[config.mk]
export PLATFORM = sky130hd
export DESIGN_NAME = calib_seq
export DESIGN_NICKNAME = d
export VERILOG_FILES = /design/src/rtl/calib_pkg.sv /design/src/rtl/calib_window.sv /design/src/rtl/calib_trim.sv /design/src/rtl/calib_seq.sv
export SDC_FILE = /design/constraint.sdc
export NUM_CORES = 1
export LEC_CHECK = 0
export ABC_AREA = 1
export ABC_CLOCK_PERIOD_IN_PS = 6800
export BUFFER_PORTS_ARGS = -buffer_cell sky130_fd_sc_hd__buf_2
export CAP_MARGIN = 20
export CORE_UTILIZATION = 59
export CTS_BUF_LIST = sky130_fd_sc_hd__clkbuf_8 sky130_fd_sc_hd__clkbuf_16
export DETAILED_ROUTE_END_ITERATION = 10
export PLACE_DENSITY = 0.78
export REMOVE_ABC_BUFFERS = 1
export SYNTH_ARGS = -nofsm -noshare
export SYNTH_HDL_FRONTEND = slang
export SYNTH_SLANG_ARGS = --single-unit
[constraint.sdc]
create_clock -name clk -period 6.8 [get_ports clk]
set_input_delay 0.68 -clock clk [delete_from_list [all_inputs] [get_ports clk]]
set_output_delay 0.68 -clock clk [all_outputs]
set_load 0.02 [all_outputs]
[src/rtl/calib_pkg.sv]
package calib_pkg;

   typedef enum logic [1:0] {
      PH_IDLE   = 2'd0,
      PH_DARK   = 2'd1,
      PH_HOLD   = 2'd2,
      PH_BRIGHT = 2'd3
   } cal_phase_e;

   localparam int unsigned TRIM_OFS  = 0;
   localparam int unsigned TRIM_GAIN = 1;
   localparam int unsigned N_TRIMS   = 2;

endpackage

[src/rtl/calib_window.sv]
module calib_window #(
   parameter int CODE_W   = 14,
   parameter int AVG_LOG2 = 4,
   parameter int SKIP     = 2
) (
   input  logic              clk,
   input  logic              rst_n,
   input  logic              run,
   input  logic [CODE_W-1:0] code,
   input  logic              code_vld,
   input  logic [CODE_W-1:0] tgt,
   input  logic [CODE_W-1:0] adj,
   output logic              win_done,
   output logic [CODE_W-1:0] win_mean,
   output logic              saw_tgt,
   output logic              saw_adj
);

   localparam int SUM_W  = CODE_W + AVG_LOG2;
   localparam int SKIP_W = (SKIP > 1) ? $clog2(SKIP) : 1;
   localparam logic [AVG_LOG2-1:0] ACC_LAST  = AVG_LOG2'((1 << AVG_LOG2) - 1);
   localparam logic [SKIP_W-1:0]   SKIP_LAST = SKIP_W'(SKIP - 1);

   logic [SUM_W-1:0]    sum_q, sum_nx;
   logic [AVG_LOG2-1:0] acc_cnt;
   logic [SKIP_W-1:0]   skip_cnt;
   logic                skipping;
   logic                seen_t_q, seen_a_q, seen_t_nx, seen_a_nx;

   always_comb begin
      sum_nx    = sum_q + SUM_W'(code);
      seen_t_nx = seen_t_q | (code == tgt);
      seen_a_nx = seen_a_q | (code == adj);
   end

   always_ff @(posedge clk) begin
      if (!rst_n) begin
         sum_q    <= '0;
         acc_cnt  <= '0;
         skip_cnt <= '0;
         skipping <= 1'b1;
         seen_t_q <= 1'b0;
         seen_a_q <= 1'b0;
         win_done <= 1'b0;
         win_mean <= '0;
         saw_tgt  <= 1'b0;
         saw_adj  <= 1'b0;
      end else begin
         win_done <= 1'b0;
         if (!run) begin
            sum_q    <= '0;
            acc_cnt  <= '0;
            skip_cnt <= '0;
            skipping <= 1'b1;
            seen_t_q <= 1'b0;
            seen_a_q <= 1'b0;
         end else if (code_vld) begin
            if (skipping) begin
               if (skip_cnt == SKIP_LAST) begin
                  skipping <= 1'b0;
                  skip_cnt <= '0;
               end else begin
                  skip_cnt <= skip_cnt + 1'b1;
               end
            end else if (acc_cnt == ACC_LAST) begin
               win_done <= 1'b1;
               win_mean <= sum_nx[SUM_W-1:AVG_LOG2];
               saw_tgt  <= seen_t_nx;
               saw_adj  <= seen_a_nx;
               sum_q    <= '0;
               acc_cnt  <= '0;
               skipping <= 1'b1;
               seen_t_q <= 1'b0;
               seen_a_q <= 1'b0;
            end else begin
               sum_q    <= sum_nx;
               acc_cnt  <= acc_cnt + 1'b1;
               seen_t_q <= seen_t_nx;
               seen_a_q <= seen_a_nx;
            end
         end
      end
   end

endmodule

[src/rtl/calib_trim.sv]
module calib_trim #(
   parameter int DAC_W      = 9,
   parameter int STEP0_LOG2 = 6
) (
   input  logic                    clk,
   input  logic                    rst_n,
   input  logic                    init,
   input  logic                    eval,
   input  logic                    up,
   input  logic                    hit,
   output logic signed [DAC_W-1:0] dac,
   output logic                    conv,
   output logic                    lim_fail
);

   localparam int STEP_W = STEP0_LOG2 + 1;
   localparam int EXT_W  = DAC_W + 1;
   localparam logic [STEP_W-1:0]       STEP_INIT = STEP_W'(1) << STEP0_LOG2;
   localparam logic [STEP_W-1:0]       STEP_ONE  = STEP_W'(1);
   localparam logic signed [DAC_W-1:0] DAC_MAX   = DAC_W'((1 << (DAC_W-1)) - 1);
   localparam logic signed [DAC_W-1:0] DAC_MIN   = DAC_W'(1 << (DAC_W-1));
   localparam logic signed [EXT_W-1:0] EXT_MAX   = EXT_W'((1 << (DAC_W-1)) - 1);
   localparam logic signed [EXT_W-1:0] EXT_MIN   = -EXT_W'(1 << (DAC_W-1));

   logic [STEP_W-1:0]       step_q, step_nx;
   logic                    last_up, have_dir, rev;
   logic signed [EXT_W-1:0] cur_ext, delta, cand;
   logic                    over, under;

   always_comb begin
      rev     = have_dir && (up != last_up);
      step_nx = rev ? (step_q >> 1) : step_q;
      cur_ext = {dac[DAC_W-1], dac};
      delta   = signed'({{(EXT_W-STEP_W){1'b0}}, step_nx});
      cand    = up ? (cur_ext + delta) : (cur_ext - delta);
      over    = cand > EXT_MAX;
      under   = cand < EXT_MIN;
   end

   always_ff @(posedge clk) begin
      if (!rst_n) begin
         dac      <= '0;
         step_q   <= STEP_INIT;
         last_up  <= 1'b0;
         have_dir <= 1'b0;
         conv     <= 1'b0;
         lim_fail <= 1'b0;
      end else begin
         conv     <= 1'b0;
         lim_fail <= 1'b0;
         if (init) begin
            dac      <= '0;
            step_q   <= STEP_INIT;
            last_up  <= 1'b0;
            have_dir <= 1'b0;
         end else if (eval) begin
            if (hit || (rev && step_q == STEP_ONE)) begin
               conv <= 1'b1;
            end else begin
               last_up  <= up;
               have_dir <= 1'b1;
               step_q   <= step_nx;
               if (over) begin
                  if (dac == DAC_MAX) lim_fail <= 1'b1;
                  else                dac      <= DAC_MAX;
               end else if (under) begin
                  if (dac == DAC_MIN) lim_fail <= 1'b1;
                  else                dac      <= DAC_MIN;
               end else begin
                  dac <= cand[DAC_W-1:0];
               end
            end
         end
      end
   end

endmodule

[src/rtl/calib_seq.sv]
module calib_seq
   import calib_pkg::*;
#(
   parameter int CODE_W     = 14,
   parameter int DAC_W      = 9,
   parameter int AVG_LOG2   = 4,
   parameter int SKIP       = 2,
   parameter int STEP0_LOG2 = 6
) (
   input  logic                    clk,
   input  logic                    rst_n,
   input  logic                    start,
   input  logic [CODE_W-1:0]       code,
   input  logic                    code_vld,
   input  logic                    host_ready,
   output logic signed [DAC_W-1:0] ofs_trim,
   output logic signed [DAC_W-1:0] gain_trim,
   output logic                    cal_done,
   output logic                    cal_fail,
   output logic [1:0]              cal_phase
);

   localparam logic [CODE_W-1:0] ZERO_CODE = '0;
   localparam logic [CODE_W-1:0] ONE_CODE  = CODE_W'(1);
   localparam logic [CODE_W-1:0] FS_CODE   = {CODE_W{1'b1}};
   localparam logic [CODE_W-1:0] FS_M1     = FS_CODE - ONE_CODE;

   if (CODE_W < 2 || CODE_W > 24) begin : g_bad_code_w
      $error("calib_seq: CODE_W out of range");
   end
   if (AVG_LOG2 < 1 || AVG_LOG2 > 10) begin : g_bad_avg
      $error("calib_seq: AVG_LOG2 out of range");
   end
   if (SKIP < 1) begin : g_bad_skip
      $error("calib_seq: SKIP must be at least 1");
   end
   if (DAC_W < 3 || STEP0_LOG2 < 0 || STEP0_LOG2 > DAC_W - 2) begin : g_bad_trim
      $error("calib_seq: trim width or initial step out of range");
   end

   cal_phase_e phase_q;
   logic              win_run, win_done, saw_tgt, saw_adj, hit, up;
   logic [CODE_W-1:0] win_mean, tgt, adj;
   logic              trim_init;
   logic              t_eval [N_TRIMS];
   logic              t_conv [N_TRIMS];
   logic              t_fail [N_TRIMS];
   logic signed [DAC_W-1:0] t_dac [N_TRIMS];

   always_comb begin
      win_run   = (phase_q == PH_DARK) || (phase_q == PH_BRIGHT);
      trim_init = (phase_q == PH_IDLE) && start;
      if (phase_q == PH_BRIGHT) begin
         tgt = FS_CODE;
         adj = FS_M1;
         up  = (win_mean != FS_CODE);
      end else begin
         tgt = ZERO_CODE;
         adj = ONE_CODE;
         up  = (win_mean == ZERO_CODE);
      end
      hit = saw_tgt && saw_adj;
   end

   calib_window #(
      .CODE_W   (CODE_W),
      .AVG_LOG2 (AVG_LOG2),
      .SKIP     (SKIP)
   ) u_window (
      .clk      (clk),
      .rst_n    (rst_n),
      .run      (win_run),
      .code     (code),
      .code_vld (code_vld),
      .tgt      (tgt),
      .adj      (adj),
      .win_done (win_done),
      .win_mean (win_mean),
      .saw_tgt  (saw_tgt),
      .saw_adj  (saw_adj)
   );

   for (genvar t = 0; t < N_TRIMS; t++) begin : g_trim
      localparam cal_phase_e OWN_PH = (t == TRIM_OFS) ? PH_DARK : PH_BRIGHT;

      assign t_eval[t] = win_done && (phase_q == OWN_PH);

      calib_trim #(
         .DAC_W      (DAC_W),
         .STEP0_LOG2 (STEP0_LOG2)
      ) u_trim (
         .clk      (clk),
         .rst_n    (rst_n),
         .init     (trim_init),
         .eval     (t_eval[t]),
         .up       (up),
         .hit      (hit),
         .dac      (t_dac[t]),
         .conv     (t_conv[t]),
         .lim_fail (t_fail[t])
      );
   end

   always_ff @(posedge clk) begin
      if (!rst_n) begin
         phase_q  <= PH_IDLE;
         cal_done <= 1'b0;
         cal_fail <= 1'b0;
      end else begin
         unique case (phase_q)
            PH_IDLE: begin
               if (start) begin
                  phase_q  <= PH_DARK;
                  cal_done <= 1'b0;
                  cal_fail <= 1'b0;
               end
            end
            PH_DARK: begin
               if (t_fail[TRIM_OFS]) begin
                  phase_q  <= PH_IDLE;
                  cal_fail <= 1'b1;
               end else if (t_conv[TRIM_OFS]) begin
                  phase_q <= PH_HOLD;
               end
            end
            PH_HOLD: begin
               if (host_ready) phase_q <= PH_BRIGHT;
            end
            PH_BRIGHT: begin
               if (t_fail[TRIM_GAIN]) begin
                  phase_q  <= PH_IDLE;
                  cal_fail <= 1'b1;
               end else if (t_conv[TRIM_GAIN]) begin
                  phase_q  <= PH_IDLE;
                  cal_done <= 1'b1;
               end
            end
            default: phase_q <= PH_IDLE;
         endcase
      end
   end

   assign ofs_trim  = t_dac[TRIM_OFS];
   assign gain_trim = t_dac[TRIM_GAIN];
   assign cal_phase = phase_q;

endmodule

==> run_results.csv, run 1 <==
group,metric,value,unit
run_status,outcome,"finished clean",
placed_design,gp_congestion,0.868,
critical_path,endpoint_kind,"register",
critical_path,crit_buf_inv,5,
pwr,p_clk_share,40.4,%
logic_synthesis,synth_top_area_share,29.2,%
global_routing,grt_pass1_wl,21.5,mm
placed_design,dp.final_hpwl,9.36,mm
logic_synthesis,synthTopCellsByArea,"dfxtp_1 (29%), nand2_1 (13%), inv_1 (9.0%), ha_1 (7.8%), a21oi_1 (6.5%)",
min_path,hold_path.startpoint,"u_window.acc_cnt[2]",
cts,cts_tree,"built",
routing,vias_per_cell,5.09,
cts,ctsResizeCount,0,
logic_synthesis,synth_seq_cells,87,
pwr,fin_total_pwr,1.01,mW
critical_path,cp_num_cells,26,
cts,cts_buffer_depth,2,
finish,final_cell_mix,"nand2_1 (211), inv_1 (144), nor2_1 (98), dfxtp_1 (87), a21oi_1 (78)",
cts,insertion_delay,0.36,ns
sta,period_share,70.0,%
cts,htree_levels,3,
routing,vias,5434,
routing,totalWireLength,12.4,mm
floorplan,io-pin-count,41,
critical_path,worst_ep_arrival_time,5.06,ns
floorplan,core,0.00977,mm2
critical_path,r2r_slack,2.04,ns
pwr,p_comb_share,8.3,%
critical_path,required,7.10,ns
critical_path,reg2reg_to,"g_trim[0].u_trim.dac[6]",
finish,drive_above_1_share,10.3,%
global_routing,grtUsageTotal,25.2,%
floorplan,die_w,103,um
critical_path,critPathKind,"register to register",
floorplan,start_util,61.0,%
critical_path,critPathTopFamily,"compound AO/OA/AOI/OAI gates",
finish,diodes,0,
routing,firstDrtPassIters,5,
logic_synthesis,async_flop_share,0,%
sta,fmax,210,MHz
pwr,p_int,0.754,mW
floorplan,die_height,103,um
critical_path,slowest_stage,"dfxtp_1",
critical_path,r2r_cells,26,
critical_path,path_max_fanout,14,
floorplan,die_area,0.0105,mm2
sta,tightest_slew,0.866,ns
cts,clock-root-buffer,"clkbuf_8",
critical_path,cp_common_cell,"inv_1",
global_routing,grt_overflow,0,
logic_synthesis,synth_area_per_cell,6.64,um2
min_path,worstHoldPathType,"register to register",
sta,finalSetupViolCount,0,
global_routing,grt_antenna_before_repair,0,
sta,slew_headroom,42.1,%
job,drv_cap,0,
global_routing,grt_pass1_vias,4954,
routing,drcViolationCount,0,
routing,wl_per_cell,11.6,um
cts,hold_buffers,0,
logic_synthesis,synth_top_area_cell,"dfxtp_1",
finish,final_common_cell,"nand2_1",
critical_path,critPathMaxStageDelay,0.49,ns
finish,area_delta_synth_final,8.47,%
logic_synthesis,synth-edff-count,0,
pwr,p_seq_share,51.3,%
pwr,power.density,155,mW/mm2
global_routing,grt_max_degree,41,
cts,cts-buffers-inserted,9,
logic_synthesis,syn-cell-area,0.00597,mm2
routing,dr.first_iter.drc_count,243,
logic_synthesis,synth_flop_cell,"dfxtp_1",
finish,fin_nets,989,
logic_synthesis,synthCells,898,
cts,cts_setup_buffers,0,
pwr,switching_share,25.1,%
placed_design,io_buffers,40,
cts,path_clk_slew,0.09,ns
critical_path,cp-start-kind,"register",
logic_synthesis,yosysUniqueCellTypes,42,
sta,hold_viol,0,
routing,ant_nets,0,
sta,rsz0062_at_grt,"no",
floorplan,rows,36,
sta,skew,0.0101,ns
sta,fin_crit,4.76,ns
logic_synthesis,yosysWarnings,0,
sta,fin_tns_setup,0,ns
sta,drv_slew,0,
logic_synthesis,ys_seq_area_share,29.2,%
pwr,power.switching,0.252,mW
pwr,peakVddDrop,0.102,mV
critical_path,endpoint,"g_trim[0].u_trim.dac[6]",
cts,cts.sinks,87,
pwr,p_leak,3.35,nW
==> state kept, by name, summed over array words and instances (netlist names), 2 cells and up, named ones only <==
name	count
u_window.sum_q	18
u_window.acc_cnt	4
g_trim.u_trim.last_up	2
g_trim.u_trim.dac	18
g_trim.u_trim.conv	2
u_window.win_mean	14
g_trim.u_trim.have_dir	2
g_trim.u_trim.step_q	14
g_trim.u_trim.lim_fail	2
==> worst min-delay path: cells and delay by family (launching register included) <==
family	cells	cell delay, ns
AOI/OAI and AO/OA	1	0.05
and+or+nand+nor	1	0.06
DFF	1	0.32
==> synthesized netlist by cell type, types with 2 or more instances <==
master    number
fa_1           3
nand3_2        7
a31oi_1        4
nand4_1       21
xnor2_1        8
or2_2          6
buf_6          2
nor3_1         9
buf_2          4
nand3_1       27
o22ai_1        2
inv_1        143
o41ai_1        2
nand2_4        4
o31ai_1        3
dfxtp_1       87
nor2_1        98
o21ai_0       47
xor2_1        27
o21bai_1       5
a21o_1         3
a21oi_1       78
o211ai_1       6
nand3_4        4
nand4_2        2
nand2_1      211
ha_1          37
nand2_2       11
nor2_2         2
nor4_1         9
clkbuf_1      15
==> worst min-delay path by stage <==
stage                     cells past startpoint  slack [ns]                  end
final                                         2        0.46  u_window.acc_cnt[2]
after global routing                          1        0.49  u_window.acc_cnt[3]
after CTS                                     1        0.46  u_window.acc_cnt[3]
after detailed placement                      1        0.44  u_window.acc_cnt[3]
after global placement                        1        0.43  u_window.acc_cnt[3]
after floorplan                               1        0.42  u_window.acc_cnt[3]
==> metrics by stage <==
stage / hold slack, ns / util (%) / setup WS, ns / instance area (um2) / instances
floorplan: 0.422 / - / 2.69 / 5870 / 877
global placement: 0.434 / 63.9 / 2.27 / 6250 / 1052
detailed placement: 0.442 / 63.9 / 2.16 / 6250 / 1052
CTS: 0.464 / 66.2 / 2.09 / 6470 / 1068
global route: 0.493 / 66.2 / 1.59 / 6470 / 1068
finish: 0.463 / 66.2 / 2.04 / 6470 / 1068
==> routing by layer <==
metal,wire (um),vias to the layer above,GRT usage (%)
li1,-,2956,-
met1,6170,2385,33.2
met2,5710,83,43.3
met3,416,10,3.86
met4,96,0,5.82
met5,0,-,0
==> area by class of cell <==
| type | instances | area, um2 |
|---|---|---|
| multi-input cells | 646 | 3590 |
| fillers | 912 | 3300 |
| flip-flops and latches | 87 | 1740 |
| inverters | 144 | 541 |
| repair buffers | 42 | 215 |
| well taps | 133 | 166 |
| clock buffers | 10 | 138 |
| clock inverters | 6 | 85.1 |
==> cells by family after synthesis <==
family          Yosys count  synth area share (%)
compound gates          158                  14.8
xor+xnor                 35                  5.14
fa+ha+maj                40                  8.76
buf+inv                 165                  10.7
flops                    87                  29.2
simple gates            413                  31.4
==> power by group through the flow <==
| stage | clock network, mW | logic (mW) | registers, mW |
|---|---|---|---|
| 2_1_floorplan | 0 | 0.0536 | 0.531 |
| 3_3_place_gp | 0 | 0.0824 | 0.528 |
| 3_5_place_dp | 0 | 0.0825 | 0.528 |
| 4_1_cts | 0.414 | 0.0833 | 0.516 |
| 5_1_grt | 0.435 | 0.0945 | 0.517 |
| 6_report | 0.406 | 0.0835 | 0.516 |
Note: power is estimated with default switching activity, not from simulation.
==> run 2, diff against run 1 <==
- ABC_CLOCK_PERIOD_IN_PS: 6800 -> 4800
- clock period: 6.8 -> 4.8 ns (I/O delays scaled with it)
==> run 2 against run 1 <==
  * Utilization up 0.73 points
  * Global-route usage down 0.37 points
  * Cell count rose by 0.47%
  * Clock power up 43%
  * Die area unchanged
  * Total power up 42%
  * Non-clock buffer count increased by 4
  * Design area increased by 1.1%
  * Clock skew grew 0.0017 ns
  * Wire length grew 1.4%
  * Clock-buffer cell count is the same
  * First-iteration DRC count is 21% lower
==> run_results.csv, run 2 (synthesis gave the netlist of run 1 again) <==
group,metric,value,unit
pwr,p_comb_share,8.4,%
critical_path,cp-start-kind,"register",
routing,dr.first_iter.drc_count,193,
cts,cts.sinks,87,
floorplan,rows,36,
critical_path,critPathKind,"register to register",
finish,top_regs,"g_trim.u_trim.dac x18, u_window.sum_q x18",
global_routing,grt_max_degree,41,
finish,drive_above_1_share,11.4,%
critical_path,path_max_fanout,13,
critical_path,required,5.09,ns
job,drv_cap,0,
floorplan,die_w,103,um
pwr,p_seq_share,51.1,%
routing,ant_nets,0,
critical_path,r2r_slack,0.33,ns
routing,vias_per_cell,5.18,
placed_design,gp_congestion,0.897,
min_path,worstHoldPathType,"input pin to register",
critical_path,slowest_stage,"fa_1",
placed_design,pre_cts_ws,0.206,ns
sta,fmax,224,MHz
floorplan,die_height,103,um
sta,finalSetupViolCount,0,
pwr,peakVddDrop,0.142,mV
cts,clock-root-buffer,"clkbuf_8",
routing,wl_per_cell,11.7,um
finish,postLayoutCellArea,0.00654,mm2
pwr,power.density,219,mW/mm2
global_routing,grt_antenna_before_repair,0,
placed_design,dpl_cell_area,0.00626,mm2
sta,skew,0.0118,ns
floorplan,io-pin-count,41,
critical_path,critPathMaxStageDelay,0.43,ns
finish,diodes,0,
global_routing,grt_pass1_wl,21.1,mm
global_routing,grt_overflow,0,
floorplan,die_area,0.0105,mm2
cts,htree_levels,3,
finish,area_delta_synth_final,9.67,%
routing,vias,5558,
critical_path,endpoint_kind,"register",
global_routing,grtUsageTotal,24.8,%
sta,slew_headroom,43.4,%
routing,totalWireLength,12.6,mm
placed_design,dp.final_hpwl,9.34,mm
sta,hold_viol,0,
cts,hold_buffers,0,
critical_path,worst_ep_arrival_time,4.76,ns
cts,cts_tree,"built",
floorplan,start_util,61.0,%
sta,timing.final.ws_setup,0.332,ns
routing,drcViolationCount,0,
routing,firstDrtPassIters,5,
pwr,p_int,1.07,mW
sta,tightest_slew,0.846,ns
run_status,outcome,"finished clean",
cts,insertion_delay,0.36,ns
cts,path_clk_slew,0.09,ns
finish,final_common_cell,"nand2_1",
floorplan,core,0.00977,mm2
cts,cts-buffers-inserted,9,
pwr,p_leak,3.37,nW
cts,cts_buffer_depth,2,
finish,final_cell_mix,"nand2_1 (208), inv_1 (143), nor2_1 (98), dfxtp_1 (86), a21oi_1 (78)",
pwr,p_clk_share,40.5,%
placed_design,io_buffers,40,
pwr,power.switching,0.363,mW
sta,fin_crit,4.47,ns
finish,fin_nets,994,
sta,period_share,93.1,%
global_routing,grt_pass1_vias,4884,
sta,drv_slew,0,
pwr,switching_share,25.4,%
-- run 2: cell count changes in the layout (fill, tap and decap cells not counted), moves of 2 or more --
cell | before | now
o21ai_0 | 47 | 44
clkinv_2 | 1 | 3
buf_4 | 2 | 5
nand2_1 | 211 | 208
nand2_2 | 11 | 14
o21ai_1 | 0 | 3
-- run 2: metal layers --
metal / vias up / global-route usage, % / wire (um)
li1: 2969 / - / -
met4: 0 / 8.24 / 157
met1: 2483 / 32.3 / 6200
met3: 14 / 2.78 / 422
met2: 92 / 42.7 / 5770
met5: - / 0 / 0
-- run 2: layout make-up --
class / count / area, um2
Clock buffer: 10 / 138
Clock inverter: 6 / 83.8
Fill cell: 913 / 3230
Inverter: 144 / 541
Multi-Input combinational cell: 647 / 3620
Sequential cell: 87 / 1740
Tap cell: 133 / 166
Timing Repair Buffer: 46 / 249
-- run 2: power by group through the flow --
stage | sequential (mW) | combinational [mW] | clock, mW
3_5_place_dp | 0.748 | 0.118 | 0
4_1_cts | 0.731 | 0.119 | 0.586
5_1_grt | 0.733 | 0.137 | 0.614
2_1_floorplan | 0.752 | 0.0759 | 0
6_report | 0.732 | 0.121 | 0.580
3_3_place_gp | 0.748 | 0.117 | 0
-- run 2: repair_timing --
item,CTS,global route
endpoints found under the setup margin,0,19
resized for setup,0,11
setup buffers,0,3
-- run 2: worst paths after layout --
| kind | to | start | cells after the start |
|---|---|---|---|
| worst min-delay path | u_window.skip_cnt | code_vld | 3 |
| worst max register to register | g_trim[0].u_trim.dac[0] | u_window.win_mean[11] | 27 |
| worst max-delay path | g_trim[0].u_trim.dac[0] | u_window.win_mean[11] | 27 |
| worst min register to register | u_window.acc_cnt[3] | u_window.acc_cnt[3] | 1 |
-- run 2: metrics by stage --
step           hold slack [ns]  util (%)  power [mW]  std cells  TNS (ns)
2_1_floorplan            0.422         -       0.828        877         0
3_3_place_gp             0.433      64.0       0.866       1053         0
3_5_place_dp             0.444      64.0       0.867       1053         0
4_1_cts                  0.384      66.3        1.44       1069         0
5_1_grt                  0.404      66.9        1.48       1073    -0.104
6_report                 0.392      66.9        1.43       1073         0
-- run 2: critical path: cells and delay by family, from the launching register on --
family          cells  cell delay (ns)
compound gates      8             1.44
flops               1             0.36
simple gates       11             1.17
fa+ha+maj           2             0.70
xor+xnor            1             0.26
buf+inv             5             0.48
